$ cat src/rtl/bus_cmd_sync.sv
module bus_cmd_sync #(
  parameter int SYNC_LEN = 2,
  parameter int MISS_DLY = 10
) (
  input  logic clk,
  input  logic rst_n,
  input  logic cmd_stb,
  input  logic rd_sel,
  input  logic cmd_match,
  input  logic s2_stb,
  input  logic cpu_wde,
  input  logic cpu_latch,
  output logic q_resp,
  output logic rd_valid,
  output logic rd_en,
  output logic cpu_irq,
  output logic cmd_busy
);
  localparam int CW = $clog2(MISS_DLY + 1);

  logic [SYNC_LEN-1:0][3:0] sq;
  logic cmd_s, rd_s, mt_s, s2_s, cmd_p, s2_p;
  logic cmd_rise, cmd_fall, s2_fall;
  logic pend, rdy;
  logic [CW-1:0] miss_cnt;

  always_ff @(posedge clk or negedge rst_n)
    if (!rst_n) begin
      sq    <= '0;
      cmd_p <= 1'b0;
      s2_p  <= 1'b0;
    end else begin
      sq[0] <= {cmd_stb, rd_sel, cmd_match, s2_stb};
      for (int i = 1; i < SYNC_LEN; i++) sq[i] <= sq[i-1];
      cmd_p <= cmd_s;
      s2_p  <= s2_s;
    end

  assign {cmd_s, rd_s, mt_s, s2_s} = sq[SYNC_LEN-1];
  assign cmd_rise = cmd_s & ~cmd_p;
  assign cmd_fall = ~cmd_s & cmd_p;
  assign s2_fall  = ~s2_s & s2_p;

  always_ff @(posedge clk or negedge rst_n)
    if (!rst_n) begin
      pend     <= 1'b0;
      rdy      <= 1'b0;
      cpu_irq  <= 1'b0;
      q_resp   <= 1'b0;
      rd_valid <= 1'b0;
      rd_en    <= 1'b0;
      cmd_busy <= 1'b0;
      miss_cnt <= '0;
    end else begin
      if (miss_cnt != '0) begin
        miss_cnt <= miss_cnt - CW'(1);
        if (miss_cnt == CW'(1)) rdy <= 1'b0;
      end
      if (cmd_rise) begin
        if (pend) cmd_busy <= 1'b1;
        else begin
          pend <= 1'b1;
          if (!rd_s) q_resp <= 1'b1;
          else if (rdy && mt_s) begin
            q_resp   <= 1'b1;
            rd_valid <= 1'b1;
            rd_en    <= 1'b1;
          end else if (rdy) miss_cnt <= CW'(MISS_DLY);
        end
      end
      if (cmd_fall) begin
        q_resp   <= 1'b0;
        rd_valid <= 1'b0;
        rd_en    <= 1'b0;
        cmd_busy <= 1'b0;
        if (rd_valid) rdy <= 1'b0;
      end
      if (s2_fall && pend) cpu_irq <= 1'b1;
      if (cpu_wde) begin
        pend    <= 1'b0;
        cpu_irq <= 1'b0;
      end
      if (cpu_latch) rdy <= 1'b1;
    end


  irq_hold_chk: assert property (@(posedge clk) disable iff (!rst_n)
    cpu_irq && !cpu_wde |=> cpu_irq);


  irq_clear_chk: assert property (@(posedge clk) disable iff (!rst_n)
    cpu_wde |=> !cpu_irq);


  irq_cause_chk: assert property (@(posedge clk) disable iff (!rst_n)
    $rose(cpu_irq) |-> $past(s2_p && !s2_s));


  rd_pair_chk: assert property (@(posedge clk) disable iff (!rst_n)
    rd_valid |-> (q_resp && rd_en));


  busy_noq_chk: assert property (@(posedge clk) disable iff (!rst_n)
    cmd_busy |-> !q_resp);
endmodule

$ cat config.mk
export PLATFORM = sky130hd
export DESIGN_NAME = bus_cmd_sync
export DESIGN_NICKNAME = d
export VERILOG_FILES = /design/src/rtl/bus_cmd_sync.sv
export SDC_FILE = /design/constraint.sdc
export NUM_CORES = 1
export LEC_CHECK = 0
export BUFFER_PORTS_ARGS = -buffer_cell sky130_fd_sc_hd__buf_2
export CAP_MARGIN = 0
export CORE_UTILIZATION = 30
export DETAILED_ROUTE_END_ITERATION = 8
export GPL_ROUTABILITY_DRIVEN = 0
export MAX_ROUTING_LAYER = met4
export SKIP_LAST_GASP = 1
export SYNTH_ARGS = -nofsm -noshare
export SYNTH_HDL_FRONTEND = slang
export SYNTH_SLANG_ARGS = --single-unit
$ cat constraint.sdc
create_clock -name clk -period 1.1 [get_ports clk]
set_input_delay 0.22 -clock clk [delete_from_list [all_inputs] [get_ports clk]]
set_output_delay 0.22 -clock clk [all_outputs]
set_load 0.02 [all_outputs]
==> summary.md <==
| Metric | Value |
|---|---|
| Status | `complete, but fails checks` |
| Failing checks | `negative setup slack` |
| DIE WIDTH | `53.38 microns` |
| Layout cells sized above 1 | `0.4444` |
| Vias/cell | `4.500` |
| Yosys reg bits | `20` |
| Worst-case clock buffer depth | `2` |
| Avg Inst Size Synth | `12.38 sq um` |
| LEAKAGE | `0.0005081 uW` |
| Clk sinks | `20` |
| IO Port Bufs | `12` |
| Routed WL | `1380 microns` |
| Met3 Track Usage GR | `0.06034` |
| Worst Path Required | `1310 ps` |
| Slowest CP cell | `dfrtp_1` |
| Met1 Use GR | `0.1085` |
| Initial core utilization | `0.3197` |
| Share of Yosys cell area claimed by the top area cell type | `0.6319` |
| Top achievable clock speed | `866.4 MHz` |
| Post-DP HPWL | `923.1 microns` |
| Initial DRC Count | `0` |
| Synth area leaders | `dfrtp_1, ha_1, nor2_1` |
| Top-Level Pins | `13` |
| CTS clk-pin slew, worst paths | `120 ps` |
| Die ar. | `2849 sq um` |
| Largest delay share family, worst path | `flip-flops` |
| Area grow syn2layout | `42.34%` |
| Post-Syn Area | `792.0 sq um` |
| Row count | `18` |
| Slew margin rel. | `0.7045` |
| Setup Viol. Count Final | `6` |
| Yosys warnings | `0` |
| H-tree Lvls | `1` |
| Nets | `104` |
| Post-route setup slack | `-54.16 ps` |
| First-pass GRT wire length | `2042 microns` |
| Critical Path Source Type | `flop` |
| Max VDD drop | `1.403 mV` |
| Power Density | `2186 nW/um^2` |
| DRC | `0` |
| Post-Synthesis Cells | `64` |
| Vias in the first global route | `505` |
| CP max stage delay | `410 ps` |
| Fin Hold WS | `13.40 ps` |
| Via count | `540` |
| Placement Cell Area | `917.1 sq um` |
| Synth area leader | `dfrtp_1` |
| Cell area after layout | `1127 sq um` |
| Grt met2 use | `0.1813` |
| CTS root buffer | `clkbuf_4` |
| Unrepaired setup endpoints after global routing | `true` |
| Final min period | `1154 ps` |
| Most used routing layer in global routing | `met2` |
| Initial antenna violation count | `0` |
| Post-synth cell types | `22` |
| Die Y | `53.38 microns` |
| Placeable Area | `2477 sq um` |
| CTS tree | `yes` |
| Final hold vios | `0` |
| Syn nets | `77` |
| Max Cap Viol | `0` |
| Antenna diodes | `0` |
| Final TNS setup | `-103.1 ps` |
| Biggest regs | `miss_cnt (4), sq (4)` |
| Largest net degree at the start of global routing | `21` |
| CTS buffer count | `3` |
| HP Class | `in -> reg` |
| CP Max Fanout | `3` |
| Worst EP arrival | `1370 ps` |
| Most common cell after layout, fill and taps aside | `dfrtp_1` |
| Final Power | `2464 uW` |
| WS Path Type | `reg -> reg` |
| Routed len/inst | `11.50 microns` |
| Fin crit share | `1.049` |
| Cells along the critical path | `inv_2 -> ha_4 -> nor3b_4 -> xnor2_1 -> nor2_2` |
| Slew @ Worst Pin | `443.2 ps` |
| GRT Total Usage | `0.1063` |
| CP Capture Type | `flop` |
| Seq/Total Area, Yosys | `0.6319` |
| Worst Skew | `6.469 ps` |
| Slew Limit Fails | `0` |
| Clk_lat worst skew | `310 ps` |
| DR pass1 iterations | `1` |
| Commonest non-fill, non-tap cells in the layout | `dfrtp_1, nor2_1, buf_2, buf_4, buf_6` |
| Post-route ant nets | `0` |
| Worst Path Buf+Inv | `1` |
| Gr ovfl total | `0` |
-- cell families after synthesis --
logic type	Yosys count	share of synthesized area
xor+xnor	1	0.01106
compound gates	8	0.07110
buf+inv	7	0.03792
fa+ha+maj	5	0.07899
simple gates	22	0.1564
mux	1	0.01264
flops	20	0.6319
-- what timing repair did --
| item | 4_1_cts | 5_1_grt |
|---|---|---|
| pin swaps | 4 | 3 |
| setup buffers | 2 | 2 |
| endpoints found under the hold margin | 20 | 3 |
| resized for setup | 10 | 12 |
| setup endpoints to repair | 10 | 13 |
| hold buffers | 1 | 3 |
-- stage by stage --
step,util,cells,setup WS [ps]
floorplan,-,64,-9.757
global placement,0.3702,108,-55.17
detailed placement,0.3702,108,-77.97
CTS,0.4177,115,-62.82
global route,0.4551,120,-102.0
finish,0.4551,120,-54.16
-- final timing paths --
path | cells after the start | slack, ps | from | endpoint
max in group asynchronous | 2 | 420 | rst_n | sq[3]
hold reg to reg | 0 | 360 | sq[2] | rd_s
setup reg to reg | 5 | -50 | miss_cnt[1] | miss_cnt[0]
hold / removal | 1 | 10 | cmd_match | sq[1]
min in group asynchronous | 2 | 370 | rst_n | mt_s
setup / recovery | 5 | -50 | miss_cnt[1] | miss_cnt[0]
-- report_power, final --
part | leakage [uW] | switching, uW | total [uW] | internal (uW)
Clock | 0.0000279 | 238 | 607 | 368
Sequential | 0.000236 | 145 | 1020 | 873
Combinational | 0.000244 | 365 | 840 | 475
-- area by class of cell --
| cell class | count | area [sq um] |
|---|---|---|
| clock inverter | 1 | 30.03 |
| multi-input combinational | 37 | 330.3 |
| fill | 239 | 1350 |
| sequential | 20 | 500.5 |
| timing repair buffer | 23 | 183.9 |
| tap | 30 | 37.54 |
| clock buffer | 3 | 22.52 |
| inverter | 6 | 22.52 |
-- per-layer routing --
metal / vias up / part of all wire / wire length (microns)
met5: - / 0 / 0
met4: 0 / 0.0072 / 10
met3: 2 / 0.044 / 61
met2: 10 / 0.51 / 703
met1: 267 / 0.44 / 604
li1: 261 / - / -
-- cell usage after synthesis --
cell type,number
dfrtp_1,20
nor2_1,9
inv_1,6
ha_1,5
a21oi_1,3
nand2_1,3
nand2b_1,2
nand3b_1,2
a21bo_2,1
a31o_2,1
a31oi_1,1
a41oi_1,1
and4_1,1
buf_4,1
mux2i_1,1
nand4_1,1
nor2_2,1
nor2b_1,1
nor3_1,1
nor3b_4,1
o211ai_1,1
xnor2_1,1
Note: power is estimated with default switching activity, not from simulation.
